===== src/rtl/frt_pkg.sv =====
package frt_pkg;

    localparam int CNT_W = 16;
    localparam int N_INT = 3;
    localparam int N_CH  = 2;

    typedef enum logic [1:0] {
        SRC_INT0 = 2'd0,
        SRC_INT1 = 2'd1,
        SRC_INT2 = 2'd2,
        SRC_EXT  = 2'd3
    } tick_src_e;

    typedef enum logic [1:0] {
        ADDR_CMPA = 2'd0,
        ADDR_CMPB = 2'd1,
        ADDR_CTRL = 2'd2,
        ADDR_FLAG = 2'd3
    } reg_addr_e;

    // control word: src in [4:3], clear-on-A in [2], levels in [1:0]
    typedef struct packed {
        tick_src_e        src;
        logic             clr_on_a;
        logic [N_CH-1:0]  lvl;
    } ctrl_t;

    localparam int CTRL_W = $bits(ctrl_t);

    function automatic logic [CNT_W-1:0] step_count(
        input logic [CNT_W-1:0] cur,
        input logic             restart
    );
        return restart ? '0 : cur + 1'b1;
    endfunction

endpackage


===== src/rtl/frt_tick_sel.sv =====
module frt_tick_sel
    import frt_pkg::*;
#(
    parameter int N_SRC  = N_INT,
    parameter int SYNC_N = 2
) (
    input  logic             clk,
    input  logic             rst,
    input  tick_src_e        src,
    input  logic [N_SRC-1:0] int_tick,
    input  logic             ext_tick,
    output logic             tick
);
    localparam int CHAIN = SYNC_N + 1;

    logic [CHAIN-1:0] chain_q;
    logic             ext_rise;

    always_ff @(posedge clk) begin
        if (rst) chain_q <= '0;
        else     chain_q <= {chain_q[CHAIN-2:0], ext_tick};
    end

    assign ext_rise = chain_q[CHAIN-2] & ~chain_q[CHAIN-1];

    always_comb begin
        tick = 1'b0;
        if (src == SRC_EXT) begin
            tick = ext_rise;
        end else begin
            for (int i = 0; i < N_SRC; i++) begin
                if (int'(src) == i) tick = int_tick[i];
            end
        end
    end

endmodule


===== src/rtl/frt_counter.sv =====
module frt_counter
    import frt_pkg::*;
#(
    parameter int W = CNT_W
) (
    input  logic         clk,
    input  logic         rst,
    input  logic         tick,
    input  logic         clr_en,
    input  logic [W-1:0] clr_at,
    output logic [W-1:0] cnt_q,
    output logic [W-1:0] cnt_nx
);
    logic restart;

    assign restart = clr_en && (cnt_q == clr_at);
    assign cnt_nx  = step_count(cnt_q, restart);

    always_ff @(posedge clk) begin
        if (rst)       cnt_q <= '0;
        else if (tick) cnt_q <= cnt_nx;
    end

endmodule


===== src/rtl/frt_ocmp_ch.sv =====
module frt_ocmp_ch #(
    parameter int W = 16
) (
    input  logic         clk,
    input  logic         rst,
    input  logic         adv,
    input  logic [W-1:0] cnt_nx,
    input  logic [W-1:0] cmp,
    input  logic         lvl,
    input  logic         flag_clr,
    output logic         pin_q,
    output logic         flag_q
);
    logic hit;

    assign hit = adv && (cnt_nx == cmp);

    always_ff @(posedge clk) begin
        if (rst) begin
            pin_q  <= 1'b0;
            flag_q <= 1'b0;
        end else begin
            if (hit) pin_q <= lvl;
            if (hit)           flag_q <= 1'b1;
            else if (flag_clr) flag_q <= 1'b0;
        end
    end

endmodule


===== src/rtl/frt_ocmp.sv =====
module frt_ocmp
    import frt_pkg::*;
#(
    parameter int W = CNT_W
) (
    input  logic             clk,
    input  logic             rst,
    input  logic             wr_en,
    input  logic [1:0]       wr_addr,
    input  logic [W-1:0]     wr_data,
    input  logic [N_INT-1:0] int_tick,
    input  logic             ext_tick,
    output logic [W-1:0]     cnt_o,
    output logic [N_CH-1:0]  cmp_out,
    output logic [N_CH-1:0]  match_flag
);
    ctrl_t           ctrl_q;
    logic [W-1:0]    cmp_q [N_CH];
    logic            tick;
    logic [W-1:0]    cnt_nx;
    logic [N_CH-1:0] flag_clr;
    reg_addr_e       addr;

    assign addr = reg_addr_e'(wr_addr);

    always_ff @(posedge clk) begin
        if (rst) begin
            ctrl_q <= '0;
            for (int i = 0; i < N_CH; i++) cmp_q[i] <= '1;
        end else if (wr_en) begin
            case (addr)
                ADDR_CMPA: cmp_q[0] <= wr_data;
                ADDR_CMPB: cmp_q[1] <= wr_data;
                ADDR_CTRL: ctrl_q   <= ctrl_t'(wr_data[CTRL_W-1:0]);
                default:   ;
            endcase
        end
    end

    assign flag_clr = (wr_en && addr == ADDR_FLAG) ? ~wr_data[N_CH-1:0] : '0;

    frt_tick_sel #(.N_SRC(N_INT), .SYNC_N(2)) u_tick (
        .clk      (clk),
        .rst      (rst),
        .src      (ctrl_q.src),
        .int_tick (int_tick),
        .ext_tick (ext_tick),
        .tick     (tick)
    );

    frt_counter #(.W(W)) u_cnt (
        .clk    (clk),
        .rst    (rst),
        .tick   (tick),
        .clr_en (ctrl_q.clr_on_a),
        .clr_at (cmp_q[0]),
        .cnt_q  (cnt_o),
        .cnt_nx (cnt_nx)
    );

    for (genvar c = 0; c < N_CH; c++) begin : g_ch
        frt_ocmp_ch #(.W(W)) u_ch (
            .clk      (clk),
            .rst      (rst),
            .adv      (tick),
            .cnt_nx   (cnt_nx),
            .cmp      (cmp_q[c]),
            .lvl      (ctrl_q.lvl[c]),
            .flag_clr (flag_clr[c]),
            .pin_q    (cmp_out[c]),
            .flag_q   (match_flag[c])
        );
    end

endmodule


===== config.mk =====
export PLATFORM = sky130hd
export DESIGN_NAME = frt_ocmp
export DESIGN_NICKNAME = d
export VERILOG_FILES = /design/src/rtl/frt_pkg.sv /design/src/rtl/frt_tick_sel.sv /design/src/rtl/frt_counter.sv /design/src/rtl/frt_ocmp_ch.sv /design/src/rtl/frt_ocmp.sv
export SDC_FILE = /design/constraint.sdc
export NUM_CORES = 1
export LEC_CHECK = 0
export ABC_AREA = 1
export BUFFER_PORTS_ARGS = -buffer_cell sky130_fd_sc_hd__buf_4
export CAP_MARGIN = 25
export CELL_PAD_IN_SITES_DETAIL_PLACEMENT = 0
export CELL_PAD_IN_SITES_GLOBAL_PLACEMENT = 1
export CORE_ASPECT_RATIO = 0.6
export CORE_MARGIN = 2
export CORE_UTILIZATION = 42
export DETAILED_ROUTE_END_ITERATION = 6
export PLACE_DENSITY = 0.83
export SYNTH_ARGS = -nofsm -noshare
export SYNTH_HDL_FRONTEND = slang
export SYNTH_SLANG_ARGS = --single-unit

===== constraint.sdc =====
create_clock -name clk -period 2.7 [get_ports clk]
set_input_delay 0.135 -clock clk [delete_from_list [all_inputs] [get_ports clk]]
set_output_delay 0.135 -clock clk [all_outputs]
set_load 0.02 [all_outputs]

==> metrics.txt, run 1 <==
# TYPE chip_impl_metric gauge
chip_impl_metric{name="number_of_nets_with_antenna_violations_after_detailed_routing",unit=""} 0
chip_impl_metric{name="postSynthAreaPerCell",unit="um2"} 6.758
chip_impl_metric{name="hold-path-cell-count",unit=""} 3
chip_impl_metric{name="synthToLayoutAreaGrowth",unit="%"} 21.77
chip_impl_metric{name="std_cell_rows",unit=""} 26
chip_impl_metric{name="dp_worst_setup_slack",unit="ns"} 0.2633
chip_impl_metric{name="final_hold_viol_count",unit=""} 0
chip_impl_metric{name="drt_pass1_iterations",unit=""} 5
chip_impl_metric{name="floorplan_die_width",unit="um"} 124.5
chip_impl_metric{name="fin_ws",unit="ns"} 0.2465
chip_impl_info{name="dominant_combinational_cell_family_by_area_after_synthesis",value="simple AND/OR/NAND/NOR gates"} 1
chip_impl_metric{name="cts_setup_buffers",unit=""} 0
chip_impl_metric{name="postRouteWirelength",unit="mm"} 11.65
chip_impl_metric{name="routability_congestion",unit=""} 0.9434
chip_impl_info{name="hold-path-endpoint",value="u_tick.chain_q[0]"} 1
chip_impl_metric{name="cpPeakStageDelay",unit="ns"} 0.50
chip_impl_metric{name="fp.dieArea",unit="um2"} 9492
chip_impl_metric{name="max-cap-violations",unit=""} 0
chip_impl_metric{name="synth_cells",unit=""} 541
chip_impl_info{name="crit_type",value="flop to flop"} 1
chip_impl_metric{name="die_height",unit="um"} 76.27
chip_impl_metric{name="maximum_number_of_pins_on_one_net_before_global_route_repair",unit=""} 31
chip_impl_info{name="worstHoldStart",value="ext_tick"} 1
chip_impl_metric{name="first_global_vias",unit=""} 3333
chip_impl_metric{name="worstPathMaxFanout",unit=""} 10
chip_impl_metric{name="fin_worst_hold_slack",unit="ns"} 0.01242
chip_impl_info{name="rr_startpoint",value="u_cnt.cnt_q[5]"} 1
chip_impl_info{name="critical-path-slowest-cell",value="sky130_fd_sc_hd__dfxtp_1"} 1
chip_impl_info{name="cp-start-kind",value="flop"} 1
chip_impl_metric{name="post_route_cells_drive_above_1_share",unit="%"} 15.31
chip_impl_metric{name="vdd.ir_drop.worst",unit="mV"} 0.4117
chip_impl_metric{name="core",unit="um2"} 8491
chip_impl_info{name="cpLargestDelayFamily",value="simple AND/OR/NAND/NOR gates"} 1
chip_impl_info{name="cp_common_cell",value="sky130_fd_sc_hd__nand2_1"} 1
chip_impl_info{name="post_synth_main_area_contributors",value="sky130_fd_sc_hd__edfxtp_1, sky130_fd_sc_hd__nand2_1, sky130_fd_sc_hd__dfxtp_1"} 1
chip_impl_metric{name="fillers",unit=""} 851
chip_impl_metric{name="p_leak",unit="nW"} 2.196
chip_impl_metric{name="global_route_wire_length_before_repair",unit="mm"} 18.35
chip_impl_metric{name="utilization",unit="%"} 52.43
chip_impl_info{name="crit_path_cell_trace",value="inv_2 > nand2_1 > nand2_1 > nor2_1 > nand2_1 > nor2_1 > nand3_2 > buf_4 > nand2_1 > nand2_1 > nand2_1 > nand3_1 > nor2_1 > nand3_1 > nand2_1 > nand2_1 > nor2_1"} 1
chip_impl_metric{name="dp.final_hpwl",unit="mm"} 9.285
chip_impl_metric{name="worst-slew-pin-transition",unit="ns"} 0.7859
chip_impl_metric{name="netlist-cell-type-count",unit=""} 33
chip_impl_metric{name="portion_of_the_clock_cycle_consumed_by_the_worst_path_in_the_final_layout",unit="%"} 90.87
chip_impl_metric{name="worst_r2r_path_depth",unit=""} 17
chip_impl_metric{name="synth.cell_area",unit="um2"} 3656
chip_impl_info{name="setup.worst_path.end_class",value="flop"} 1
chip_impl_metric{name="critical_path_buf_inv_count",unit=""} 2
chip_impl_info{name="synthFlopType",value="sky130_fd_sc_hd__edfxtp_1"} 1
chip_impl_metric{name="grt_antenna_before_repair",unit=""} 0
chip_impl_metric{name="synth_compound_gate_area_share",unit="%"} 8.179
chip_impl_metric{name="register_area",unit="um2"} 1521
chip_impl_metric{name="holdBufCountCts",unit=""} 0
chip_impl_metric{name="worst-r2r-setup-slack",unit="ns"} 0.25
chip_impl_metric{name="synth_fp_nets",unit=""} 567
chip_impl_metric{name="grtUsageTotal",unit="%"} 25.39
chip_impl_metric{name="synth-edff-count",unit=""} 32
chip_impl_metric{name="yosys_warning_count",unit=""} 0
chip_impl_metric{name="cts_made_buffers",unit=""} 9
chip_impl_metric{name="starting_utilization_of_the_core_area",unit="%"} 43.06
chip_impl_metric{name="grt_remaining_overflow",unit=""} 0
chip_impl_metric{name="detailroute.via_count",unit=""} 3636
chip_impl_metric{name="antenna_cells_inserted",unit=""} 0
chip_impl_metric{name="multi_input_comb_area",unit="um2"} 1778
chip_impl_info{name="hold_path.class",value="primary input to flop"} 1
chip_impl_info{name="grt_setup_unrepaired",value="false"} 1
chip_impl_metric{name="share_of_yosys_cell_area_claimed_by_the_top_area_cell_type",unit="%"} 26.28
chip_impl_metric{name="finalSetupViolations",unit=""} 0
chip_impl_metric{name="io_pins",unit=""} 45
chip_impl_metric{name="fin_crit",unit="ns"} 2.453
chip_impl_metric{name="synth_fa_ha_area_share",unit="%"} 0.3422
chip_impl_info{name="cts-root-buf",value="sky130_fd_sc_hd__clkbuf_16"} 1
chip_impl_metric{name="cts_max_path_buffers",unit=""} 2
chip_impl_metric{name="fmax",unit="MHz"} 407.6
chip_impl_metric{name="cts.reportedPaths.clkPinSlew",unit="ns"} 0.05
chip_impl_metric{name="clock_tree.htree_level_count",unit=""} 3
chip_impl_metric{name="detail_route.vias_per_cell",unit=""} 5.100
chip_impl_metric{name="crit_required",unit="ns"} 2.97
chip_impl_metric{name="layout.nets",unit=""} 622
chip_impl_metric{name="worst_clock_skew",unit="ns"} 0.005215
chip_impl_metric{name="drc",unit=""} 0
chip_impl_metric{name="power-per-cell-area",unit="nW/um2"} 628.4
chip_impl_metric{name="drt_iter0_drc",unit=""} 380
chip_impl_metric{name="final-max-slew-violation-count",unit=""} 0
chip_impl_metric{name="synth.area.mux_share",unit="%"} 0
chip_impl_metric{name="clock_insertion_delay_worst_skew",unit="ns"} 0.33
chip_impl_metric{name="route.detailed.wl_per_inst",unit="um"} 16.34
chip_impl_info{name="layout_common_cells",value="sky130_fd_sc_hd__nand2_1, sky130_fd_sc_hd__inv_1, sky130_fd_sc_hd__nor2_1, sky130_fd_sc_hd__buf_4, sky130_fd_sc_hd__nand3_1"} 1
chip_impl_info{name="netlist.top_cell.by_area",value="sky130_fd_sc_hd__edfxtp_1"} 1
chip_impl_metric{name="fin_tns_setup",unit="ns"} 0
chip_impl_metric{name="slew_headroom",unit="%"} 47.48
chip_impl_metric{name="postSynthRegisterBits",unit=""} 60
chip_impl_metric{name="synth-simple-area-share",unit="%"} 36.79
chip_impl_info{name="mostFrequentLayoutCell",value="sky130_fd_sc_hd__nand2_1"} 1
chip_impl_info{name="tritoncts_clock_tree",value="done"} 1
chip_impl_info{name="regToRegEndpoint",value="g_ch[1].u_ch.pin_q"} 1
chip_impl_metric{name="synth_seq_area_share",unit="%"} 41.62
chip_impl_metric{name="io_buffer_count",unit=""} 44
chip_impl_info{name="result_of_the_run",value="completed"} 1
chip_impl_metric{name="async_reset_ff_share",unit="%"} 0
chip_impl_metric{name="cp_data_arrival_time",unit="ns"} 2.73
chip_impl_metric{name="clock-sinks",unit=""} 60
chip_impl_metric{name="yosys.area_share.xor_xnor",unit="%"} 2.841
[cells by family after synthesis]
| logic type | after synthesis |
|---|---|
| compound gates | 58 |
| xor+xnor | 11 |
| flops | 60 |
| simple gates | 319 |
| fa+ha+maj | 1 |
| buf+inv | 92 |
[worst register-to-register path, delay by kind of cell, from the launching register on]
family                 cells  cell delay (ns)
and+or+nand+nor           15             1.60
buffers and inverters      2             0.32
DFF                        1             0.50
[sequential cells by signal, summed over array words and instances (netlist names)]
signal / cells
u_tick.chain_q: 3
g_ch.u_ch.pin_q: 2
g_ch.u_ch.flag_q: 2
cmp_q: 32
ctrl_q: 5
u_cnt.cnt_q: 16
[what timing repair did]
action / in CTS / in global routing
endpoints found under the setup margin: 0 / 3
endpoints found under the hold margin: 0 / 0
gates resized for setup: 0 / 1
[final cells by class]
cell class              instances  share of cell area [%]
multi-input cells             389                   39.94
flip-flops and latches         60                   34.18
repair buffers                 58                   10.06
inverters                      78                   6.577
clock buffers                  10                   5.143
well taps                     112                   3.148
clock inverters                 6                  0.9556
[power by group]
| part | total [mW] | internal, mW | switching (mW) |
|---|---|---|---|
| clock | 1.05 | 0.620 | 0.431 |
| combinational | 0.624 | 0.221 | 0.403 |
| sequential | 1.12 | 1.04 | 0.0839 |
| total | 2.80 | 1.88 | 0.918 |
[per-stage QoR]
stage / total power [mW] / std cells / area (um2)
6_report: 2.798 / 713 / 4452
5_1_grt: 2.932 / 713 / 4452
4_1_cts: 2.792 / 713 / 4447
3_5_place_dp: 1.752 / 697 / 4175
3_3_place_gp: 1.749 / 697 / 4175
2_1_floorplan: 1.493 / 541 / 3656
[cell usage after synthesis, types with 2 or more instances]
| library cell | n |
|---|---|
| sky130_fd_sc_hd__clkbuf_1 | 6 |
| sky130_fd_sc_hd__xnor2_1 | 2 |
| sky130_fd_sc_hd__o21ai_0 | 27 |
| sky130_fd_sc_hd__nor2_2 | 2 |
| sky130_fd_sc_hd__nor3_1 | 5 |
| sky130_fd_sc_hd__dfxtp_1 | 28 |
| sky130_fd_sc_hd__edfxtp_1 | 32 |
| sky130_fd_sc_hd__nand3b_1 | 9 |
| sky130_fd_sc_hd__buf_2 | 2 |
| sky130_fd_sc_hd__buf_4 | 5 |
| sky130_fd_sc_hd__nand3_1 | 36 |
| sky130_fd_sc_hd__nand2_1 | 190 |
| sky130_fd_sc_hd__inv_1 | 73 |
| sky130_fd_sc_hd__nand3_2 | 2 |
| sky130_fd_sc_hd__nand4_1 | 4 |
| sky130_fd_sc_hd__nand2_2 | 4 |
| sky130_fd_sc_hd__nor2_1 | 61 |
| sky130_fd_sc_hd__a21oi_1 | 28 |
| sky130_fd_sc_hd__xor2_1 | 8 |
| sky130_fd_sc_hd__inv_2 | 4 |
[layer usage]
metal,vias to the layer above,GRT usage [%],wire length (um)
li1,1815,-,-
met1,1650,41.41,5940
met2,160,33.44,4493
met3,11,5.758,1110
met4,0,4.944,104
met5,-,0,0
[how the worst max path moves through the flow]
stage	startpoint	to	slack, ns	cells after the start
finish	u_cnt.cnt_q[5]	g_ch[1].u_ch.pin_q	0.25	17
detailed placement	u_cnt.cnt_q[0]	g_ch[1].u_ch.pin_q	0.26	12
global placement	u_cnt.cnt_q[0]	g_ch[1].u_ch.pin_q	0.28	13
CTS	u_cnt.cnt_q[0]	g_ch[1].u_ch.pin_q	0.23	12
floorplan	u_cnt.cnt_q[0]	g_ch[0].u_ch.pin_q	0.61	16
global route	u_cnt.cnt_q[5]	g_ch[1].u_ch.pin_q	0.02	17
Note: power is estimated with default switching activity, not from simulation.
==> run 2: changes to the inputs <==
--- a/config.mk
+++ b/config.mk
@@ -5,16 +5,15 @@
 export SDC_FILE = /design/constraint.sdc
 export NUM_CORES = 1
 export LEC_CHECK = 0
-export ABC_AREA = 1
 export BUFFER_PORTS_ARGS = -buffer_cell sky130_fd_sc_hd__buf_4
 export CAP_MARGIN = 25
 export CELL_PAD_IN_SITES_DETAIL_PLACEMENT = 0
 export CELL_PAD_IN_SITES_GLOBAL_PLACEMENT = 1
 export CORE_ASPECT_RATIO = 0.6
 export CORE_MARGIN = 2
-export CORE_UTILIZATION = 42
+export CORE_UTILIZATION = 45
 export DETAILED_ROUTE_END_ITERATION = 6
-export PLACE_DENSITY = 0.83
+export PLACE_DENSITY = 0.82
 export SYNTH_ARGS = -nofsm -noshare
 export SYNTH_HDL_FRONTEND = slang
 export SYNTH_SLANG_ARGS = --single-unit
==> metrics.txt, run 2 <==
# TYPE chip_impl_metric gauge
chip_impl_info{name="result_of_the_run",value="completed"} 1
chip_impl_metric{name="clock_insertion_delay_worst_skew",unit="ns"} 0.34
chip_impl_metric{name="synth_seq_area_share",unit="%"} 39.69
chip_impl_metric{name="grt_remaining_overflow",unit=""} 0
chip_impl_metric{name="fmax",unit="MHz"} 376.8
chip_impl_metric{name="fin_tns_setup",unit="ns"} 0
chip_impl_info{name="grt_setup_unrepaired",value="true"} 1
chip_impl_metric{name="clock_tree.htree_level_count",unit=""} 3
chip_impl_metric{name="yosys_warning_count",unit=""} 0
chip_impl_metric{name="routability_congestion",unit=""} 1.010
chip_impl_info{name="regMostFlops",value="cmp_q"} 1
chip_impl_metric{name="cts_made_buffers",unit=""} 9
chip_impl_metric{name="grt_antenna_before_repair",unit=""} 0
chip_impl_metric{name="route.detailed.wl_per_inst",unit="um"} 20.88
chip_impl_metric{name="fin_area",unit="um2"} 4891
chip_impl_info{name="biggestRegsByFlops",value="cmp_q: 32 flops, u_cnt.cnt_q: 16 flops, ctrl_q: 5 flops"} 1
chip_impl_metric{name="placed_area",unit="um2"} 4502
chip_impl_metric{name="std_cell_rows",unit=""} 26
chip_impl_metric{name="first_global_vias",unit=""} 3290
chip_impl_metric{name="worst-slew-pin-transition",unit="ns"} 0.7282
chip_impl_metric{name="antenna_cells_inserted",unit=""} 0
chip_impl_info{name="synthFlopType",value="sky130_fd_sc_hd__edfxtp_1"} 1
chip_impl_info{name="cp_common_cell",value="sky130_fd_sc_hd__buf_4"} 1
chip_impl_info{name="rr_startpoint",value="cmp_q[0][3]"} 1
chip_impl_metric{name="finalSetupViolations",unit=""} 0
chip_impl_metric{name="global_route_wire_length_before_repair",unit="mm"} 19.09
chip_impl_info{name="cts-root-buf",value="sky130_fd_sc_hd__clkbuf_16"} 1
chip_impl_metric{name="drt_iter0_drc",unit=""} 519
chip_impl_info{name="ys_top_cells_by_count",value="sky130_fd_sc_hd__edfxtp_1, sky130_fd_sc_hd__a21oi_1, sky130_fd_sc_hd__dfxtp_1"} 1
chip_impl_metric{name="final_hold_viol_count",unit=""} 0
chip_impl_metric{name="io_buffer_count",unit=""} 44
chip_impl_metric{name="postSynthAreaPerCell",unit="um2"} 9.238
chip_impl_metric{name="cp_data_arrival_time",unit="ns"} 2.93
chip_impl_metric{name="largest_register_ff_count",unit=""} 32
chip_impl_metric{name="fin_worst_hold_slack",unit="ns"} 0.006067
chip_impl_metric{name="synth_fp_nets",unit=""} 441
chip_impl_info{name="netlist.top_cell.by_area",value="sky130_fd_sc_hd__edfxtp_1"} 1
chip_impl_info{name="tritoncts_clock_tree",value="done"} 1
chip_impl_metric{name="share_of_yosys_cell_area_claimed_by_the_top_area_cell_type",unit="%"} 25.07
chip_impl_info{name="critical-path-slowest-cell",value="sky130_fd_sc_hd__edfxtp_1"} 1
chip_impl_metric{name="vdd.ir_drop.worst",unit="mV"} 0.3620
chip_impl_metric{name="final-max-slew-violation-count",unit=""} 0
chip_impl_metric{name="worst_clock_skew",unit="ns"} 0.006674
chip_impl_info{name="post_synth_main_area_contributors",value="sky130_fd_sc_hd__edfxtp_1, sky130_fd_sc_hd__dfxtp_1, sky130_fd_sc_hd__a21oi_1"} 1
chip_impl_metric{name="layout.nets",unit=""} 514
chip_impl_metric{name="die_height",unit="um"} 75.50
chip_impl_metric{name="cts.reportedPaths.clkPinSlew",unit="ns"} 0.06
chip_impl_metric{name="cts_max_path_buffers",unit=""} 2
chip_impl_metric{name="grtUsageTotal",unit="%"} 28.54
chip_impl_metric{name="power.total",unit="mW"} 2.614
chip_impl_metric{name="clock-sinks",unit=""} 60
chip_impl_metric{name="dp_worst_setup_slack",unit="ns"} 0.07914
chip_impl_metric{name="fin_crit",unit="ns"} 2.654
chip_impl_metric{name="worstPathMaxFanout",unit=""} 12
chip_impl_metric{name="async_reset_ff_share",unit="%"} 0
chip_impl_metric{name="maximum_number_of_pins_on_one_net_before_global_route_repair",unit=""} 47
chip_impl_metric{name="p_leak",unit="nW"} 1.911
chip_impl_info{name="worstHoldStart",value="ext_tick"} 1
chip_impl_metric{name="slew_headroom",unit="%"} 51.28
chip_impl_metric{name="holdBufCountCts",unit=""} 0
chip_impl_metric{name="starting_utilization_of_the_core_area",unit="%"} 45.68
chip_impl_metric{name="max-cap-violations",unit=""} 0
chip_impl_metric{name="cpPeakStageDelay",unit="ns"} 0.50
chip_impl_metric{name="drt_pass1_iterations",unit=""} 5
chip_impl_info{name="crit_type",value="flop to flop"} 1
chip_impl_metric{name="power-per-cell-area",unit="nW/um2"} 534.4
chip_impl_info{name="cpLargestDelayFamily",value="buffers and inverters"} 1
chip_impl_metric{name="drc",unit=""} 0
chip_impl_info{name="setup.worst_path.end_class",value="flop"} 1
chip_impl_info{name="synth.most_common_cell",value="sky130_fd_sc_hd__edfxtp_1"} 1
chip_impl_metric{name="floorplan_die_width",unit="um"} 123.2
chip_impl_info{name="mostFrequentLayoutCell",value="sky130_fd_sc_hd__buf_4"} 1
chip_impl_metric{name="netlist-cell-type-count",unit=""} 68
chip_impl_metric{name="register_area",unit="um2"} 1521
chip_impl_metric{name="fp.dieArea",unit="um2"} 9298
chip_impl_info{name="crit_path_cell_trace",value="xor2_1 > nor4_1 > buf_4 > nand4_1 > buf_4 > nor2_4 > buf_4 > o211ai_1 > o21a_1 > a31o_1 > a21oi_1"} 1
chip_impl_metric{name="multi_input_comb_area",unit="um2"} 2120
chip_impl_metric{name="portion_of_the_clock_cycle_consumed_by_the_worst_path_in_the_final_layout",unit="%"} 98.29
chip_impl_info{name="layout_common_cells",value="sky130_fd_sc_hd__buf_4, sky130_fd_sc_hd__edfxtp_1, sky130_fd_sc_hd__a21oi_1, sky130_fd_sc_hd__dfxtp_1, sky130_fd_sc_hd__nor2_1"} 1
chip_impl_metric{name="dp.final_hpwl",unit="mm"} 9.357
chip_impl_metric{name="synth_cells",unit=""} 415
chip_impl_metric{name="number_of_nets_with_antenna_violations_after_detailed_routing",unit=""} 0
chip_impl_metric{name="worst-r2r-setup-slack",unit="ns"} 0.05
chip_impl_info{name="startpoint",value="cmp_q[0][3]"} 1
chip_impl_metric{name="synth.cell_area",unit="um2"} 3834
chip_impl_metric{name="critical_path_buf_inv_count",unit=""} 3
chip_impl_metric{name="postRouteWirelength",unit="mm"} 12.63
chip_impl_metric{name="detailroute.via_count",unit=""} 3731
chip_impl_metric{name="fillers",unit=""} 743
chip_impl_info{name="cp-start-kind",value="flop"} 1
chip_impl_metric{name="synth-edff-count",unit=""} 32
chip_impl_metric{name="detail_route.vias_per_cell",unit=""} 6.167
chip_impl_info{name="hold_path.class",value="primary input to flop"} 1
chip_impl_metric{name="synthToLayoutAreaGrowth",unit="%"} 27.58
chip_impl_metric{name="io_pins",unit=""} 45
chip_impl_metric{name="post_route_cells_drive_above_1_share",unit="%"} 27.38
chip_impl_metric{name="postSynthRegisterBits",unit=""} 60
chip_impl_metric{name="crit_required",unit="ns"} 2.97
chip_impl_metric{name="fin_ws",unit="ns"} 0.04605
chip_impl_metric{name="core",unit="um2"} 8393
run 2: cell types whose count changed after synthesis, sizes merged, moves of 14 or more:
cell   before  now
or3         0   20
nor4        0   14
nand2     194   27
inv        77   16
nor2       64   28
nand3      38   15
run 2: per-layer routing:
| metal | global-route usage (%) | part of all wire (%) | up-vias | wire length (um) |
|---|---|---|---|---|
| met5 | 0 | 0 | - | 0 |
| met4 | 6.944 | 1.5 | 0 | 187 |
| met3 | 8.009 | 11 | 19 | 1451 |
| met2 | 38.58 | 40 | 238 | 5054 |
| met1 | 44.30 | 47 | 1774 | 5938 |
| li1 | - | - | 1700 | - |
run 2: power by group:
part | switching (mW) | internal [mW] | total, mW
clock | 0.429 | 0.857 | 1.29
combinational | 0.140 | 0.116 | 0.255
sequential | 0.0595 | 1.01 | 1.07
run 2: cell families (layout without fill, tap and decap cells):
logic type	count (synthesis)	after routing	share of synthesized area [%]
compound gates	92	92	15.80
xor+xnor	32	32	8.420
fa+ha+maj	1	1	0.3263
buf+inv	50	128	6.201
flops	60	60	39.69
mux	11	11	3.264
simple gates	169	169	26.31
run 2: through the flow:
stage,instances,util (%)
floorplan,415,-
global placement,587,53.64
detailed placement,587,53.64
CTS,603,57.56
global route,605,58.27
finish,605,58.27
run 2: path summary, 6_finish.rpt:
| check | to | cells past startpoint |
|---|---|---|
| worst min-delay path | u_tick.chain_q[0] | 2 |
| worst min register to register | u_tick.chain_q[1] | 1 |
| worst max register to register | g_ch[0].u_ch.pin_q | 11 |
| worst max-delay path | g_ch[0].u_ch.pin_q | 11 |
run 2: final cells by class:
cell class                      instances  area share (%)
Clock buffer                           12           5.244
Clock inverter                          4           1.484
Inverter                               16           1.228
Multi-Input combinational cell        305           43.34
Sequential cell                        60           31.11
Tap cell                              112           2.865
Timing Repair Buffer                   96           14.74
run 2: what timing repair did:
| action | CTS | global route |
|---|---|---|
| resized for setup | 0 | 10 |
| endpoints found under the setup margin | 0 | 5 |
| buffers inserted | 0 | 2 |
==> run 3: changes to the inputs <==
--- a/config.mk
+++ b/config.mk
@@ -7,13 +7,11 @@
 export LEC_CHECK = 0
 export BUFFER_PORTS_ARGS = -buffer_cell sky130_fd_sc_hd__buf_4
 export CAP_MARGIN = 25
-export CELL_PAD_IN_SITES_DETAIL_PLACEMENT = 0
-export CELL_PAD_IN_SITES_GLOBAL_PLACEMENT = 1
 export CORE_ASPECT_RATIO = 0.6
 export CORE_MARGIN = 2
-export CORE_UTILIZATION = 45
+export CORE_UTILIZATION = 50
 export DETAILED_ROUTE_END_ITERATION = 6
-export PLACE_DENSITY = 0.82
+export PLACE_DENSITY = 0.72
 export SYNTH_ARGS = -nofsm -noshare
 export SYNTH_HDL_FRONTEND = slang
 export SYNTH_SLANG_ARGS = --single-unit
==> metrics.txt, run 3 (synthesis results as in run 2) <==
# TYPE chip_impl_metric gauge
chip_impl_metric{name="grt_remaining_overflow",unit=""} 0
chip_impl_metric{name="worst-r2r-setup-slack",unit="ns"} 0.07
chip_impl_metric{name="post_route_cells_drive_above_1_share",unit="%"} 27.85
chip_impl_metric{name="synthToLayoutAreaGrowth",unit="%"} 27.19
chip_impl_metric{name="finalSetupViolations",unit=""} 0
chip_impl_metric{name="drc",unit=""} 0
chip_impl_metric{name="final-max-slew-violation-count",unit=""} 0
chip_impl_metric{name="vdd.ir_drop.worst",unit="mV"} 0.3696
chip_impl_info{name="biggestRegsByFlops",value="cmp_q: 32 flops, u_cnt.cnt_q: 16 flops, ctrl_q: 5 flops"} 1
chip_impl_info{name="crit_path_cell_trace",value="xor2_1 > nor4_1 > buf_4 > nand4_1 > buf_4 > nor2_4 > mux2i_1 > nor4b_4 > a31o_1 > a21oi_1"} 1
chip_impl_metric{name="clock_insertion_delay_worst_skew",unit="ns"} 0.33
chip_impl_metric{name="fin_tns_setup",unit="ns"} 0
chip_impl_info{name="cpLargestDelayFamily",value="simple AND/OR/NAND/NOR gates"} 1
chip_impl_info{name="cp_common_cell",value="sky130_fd_sc_hd__buf_4"} 1
chip_impl_metric{name="multi_input_comb_area",unit="um2"} 2122
chip_impl_metric{name="crit_required",unit="ns"} 2.90
chip_impl_metric{name="postRouteWirelength",unit="mm"} 12.05
chip_impl_metric{name="holdBufCountCts",unit=""} 0
chip_impl_info{name="cp-start-kind",value="flop"} 1
chip_impl_metric{name="critical_path_buf_inv_count",unit=""} 2
chip_impl_metric{name="max-cap-violations",unit=""} 0
chip_impl_metric{name="detailroute.via_count",unit=""} 3679
chip_impl_metric{name="core",unit="um2"} 7357
chip_impl_info{name="layout_common_cells",value="sky130_fd_sc_hd__buf_4, sky130_fd_sc_hd__edfxtp_1, sky130_fd_sc_hd__a21oi_1, sky130_fd_sc_hd__nor2_1, sky130_fd_sc_hd__nand2_1"} 1
chip_impl_info{name="result_of_the_run",value="completed"} 1
chip_impl_metric{name="worstPathMaxFanout",unit=""} 10
chip_impl_metric{name="largest_register_ff_count",unit=""} 32
chip_impl_metric{name="number_of_nets_with_antenna_violations_after_detailed_routing",unit=""} 0
chip_impl_metric{name="die_height",unit="um"} 71.83
chip_impl_metric{name="maximum_number_of_pins_on_one_net_before_global_route_repair",unit=""} 47
chip_impl_metric{name="portion_of_the_clock_cycle_consumed_by_the_worst_path_in_the_final_layout",unit="%"} 97.43
chip_impl_metric{name="antenna_cells_inserted",unit=""} 0
chip_impl_metric{name="cts.reportedPaths.clkPinSlew",unit="ns"} 0.06
chip_impl_info{name="crit_type",value="flop to flop"} 1
chip_impl_metric{name="cpPeakStageDelay",unit="ns"} 0.48
chip_impl_info{name="cts-root-buf",value="sky130_fd_sc_hd__clkbuf_16"} 1
chip_impl_metric{name="fp.dieArea",unit="um2"} 8407
chip_impl_metric{name="clock-sinks",unit=""} 60
chip_impl_info{name="tritoncts_clock_tree",value="done"} 1
chip_impl_info{name="mostFrequentLayoutCell",value="sky130_fd_sc_hd__buf_4"} 1
chip_impl_metric{name="routability_congestion",unit=""} 1.018
chip_impl_metric{name="std_cell_rows",unit=""} 24
chip_impl_metric{name="slew_headroom",unit="%"} 45.96
chip_impl_metric{name="layout.nets",unit=""} 513
chip_impl_metric{name="grt_antenna_before_repair",unit=""} 0
chip_impl_metric{name="io_buffer_count",unit=""} 44
chip_impl_info{name="setup.worst_path.end_class",value="flop"} 1
chip_impl_metric{name="route.detailed.wl_per_inst",unit="um"} 20.22
chip_impl_metric{name="power-per-cell-area",unit="nW/um2"} 531.4
chip_impl_metric{name="worst-slew-pin-transition",unit="ns"} 0.8076
chip_impl_metric{name="cp_data_arrival_time",unit="ns"} 2.83
chip_impl_metric{name="clock_tree.htree_level_count",unit=""} 3
chip_impl_info{name="critical-path-slowest-cell",value="sky130_fd_sc_hd__edfxtp_1"} 1
chip_impl_metric{name="placed_area",unit="um2"} 4492
chip_impl_metric{name="global_route_wire_length_before_repair",unit="mm"} 18.69
chip_impl_metric{name="fillers",unit=""} 604
chip_impl_metric{name="starting_utilization_of_the_core_area",unit="%"} 52.11
chip_impl_metric{name="dp.final_hpwl",unit="mm"} 9.094
chip_impl_metric{name="fin_crit",unit="ns"} 2.631
chip_impl_metric{name="fin_area",unit="um2"} 4876
chip_impl_metric{name="cts_made_buffers",unit=""} 9
chip_impl_metric{name="io_pins",unit=""} 45
chip_impl_metric{name="p_leak",unit="nW"} 1.902
chip_impl_metric{name="register_area",unit="um2"} 1526
chip_impl_metric{name="first_global_vias",unit=""} 3288
chip_impl_info{name="hold_path.class",value="primary input to flop"} 1
chip_impl_metric{name="cts_max_path_buffers",unit=""} 2
chip_impl_metric{name="grtUsageTotal",unit="%"} 30.34
chip_impl_metric{name="drt_pass1_iterations",unit=""} 5
chip_impl_metric{name="detail_route.vias_per_cell",unit=""} 6.173
chip_impl_metric{name="worst_clock_skew",unit="ns"} 0.007446
chip_impl_info{name="regMostFlops",value="cmp_q"} 1
chip_impl_metric{name="final_hold_viol_count",unit=""} 0
chip_impl_metric{name="fmax",unit="MHz"} 380.1
chip_impl_metric{name="drt_iter0_drc",unit=""} 339
chip_impl_metric{name="floorplan_die_width",unit="um"} 117.0
run 3: cell types whose count changed in the layout (fill, tap and decap cells not counted), moves of 2 or more:
cell / before / now
sky130_fd_sc_hd__clkbuf_8: 2 / 0
sky130_fd_sc_hd__nand3_2: 3 / 1
sky130_fd_sc_hd__nand3_1: 12 / 14
sky130_fd_sc_hd__inv_6: 0 / 2
sky130_fd_sc_hd__dfxtp_1: 28 / 24
sky130_fd_sc_hd__dfxtp_2: 0 / 4
run 3: timing repair:
action / 4_1_cts / 5_1_grt
resized for setup: 1 / 11
endpoints found under the setup margin: 2 / 5
buffers inserted: 0 / 1
pin swaps: 0 / 5
run 3: power by group:
group          internal, mW  leakage [nW]  switching [mW]
Clock                 0.814         0.156           0.447
Combinational         0.120          1.20           0.138
Sequential             1.01         0.544          0.0595
run 3: final cells by class:
cell class	instances	area share, %
inverters	16	1.232
clock inverters	7	2.027
repair buffers	95	14.63
multi-input cells	305	43.52
flip-flops and latches	60	31.31
clock buffers	9	4.619
well taps	104	2.669
run 3: metal layers:
| metal | vias up | part of all wire (%) | GRT usage [%] |
|---|---|---|---|
| met4 | 0 | 1.7 | 6.275 |
| met3 | 20 | 11 | 9.391 |
| li1 | 1701 | - | - |
| met5 | - | 0 | 0 |
| met1 | 1724 | 48 | 48.49 |
| met2 | 234 | 39 | 39.63 |
run 3: through the flow:
| stage | total power, mW | setup WS, ns | instances | util, % | hold slack, ns |
|---|---|---|---|---|---|
| 4_1_cts | 2.590 | 0.04623 | 595 | 65.48 | 0.01391 |
| 5_1_grt | 2.680 | -0.05924 | 596 | 66.28 | 0.03004 |
| 6_report | 2.591 | 0.06939 | 596 | 66.28 | 0.01850 |
| 2_1_floorplan | 1.201 | 0.01112 | 415 | - | 0.2632 |
| 3_3_place_gp | 1.331 | 0.08345 | 579 | 61.05 | 0.3460 |
| 3_5_place_dp | 1.333 | 0.03500 | 579 | 61.05 | 0.3513 |
run 3: worst paths after layout:
path / start / endpoint / cells after the start
min reg2reg: u_tick.chain_q[0] / u_tick.chain_q[1] / 1
max reg2reg: cmp_q[0][3] / g_ch[0].u_ch.pin_q / 10
max: cmp_q[0][3] / g_ch[0].u_ch.pin_q / 10
min: ext_tick / u_tick.chain_q[0] / 2
run 3: worst register-to-register path: cells and delay by family (launching register included):
kind	cells	cell delay (ns)
compound gates	2	0.24
xor+xnor	1	0.18
buf+inv	2	0.41
flops	1	0.48
mux	1	0.23
simple gates	4	0.96
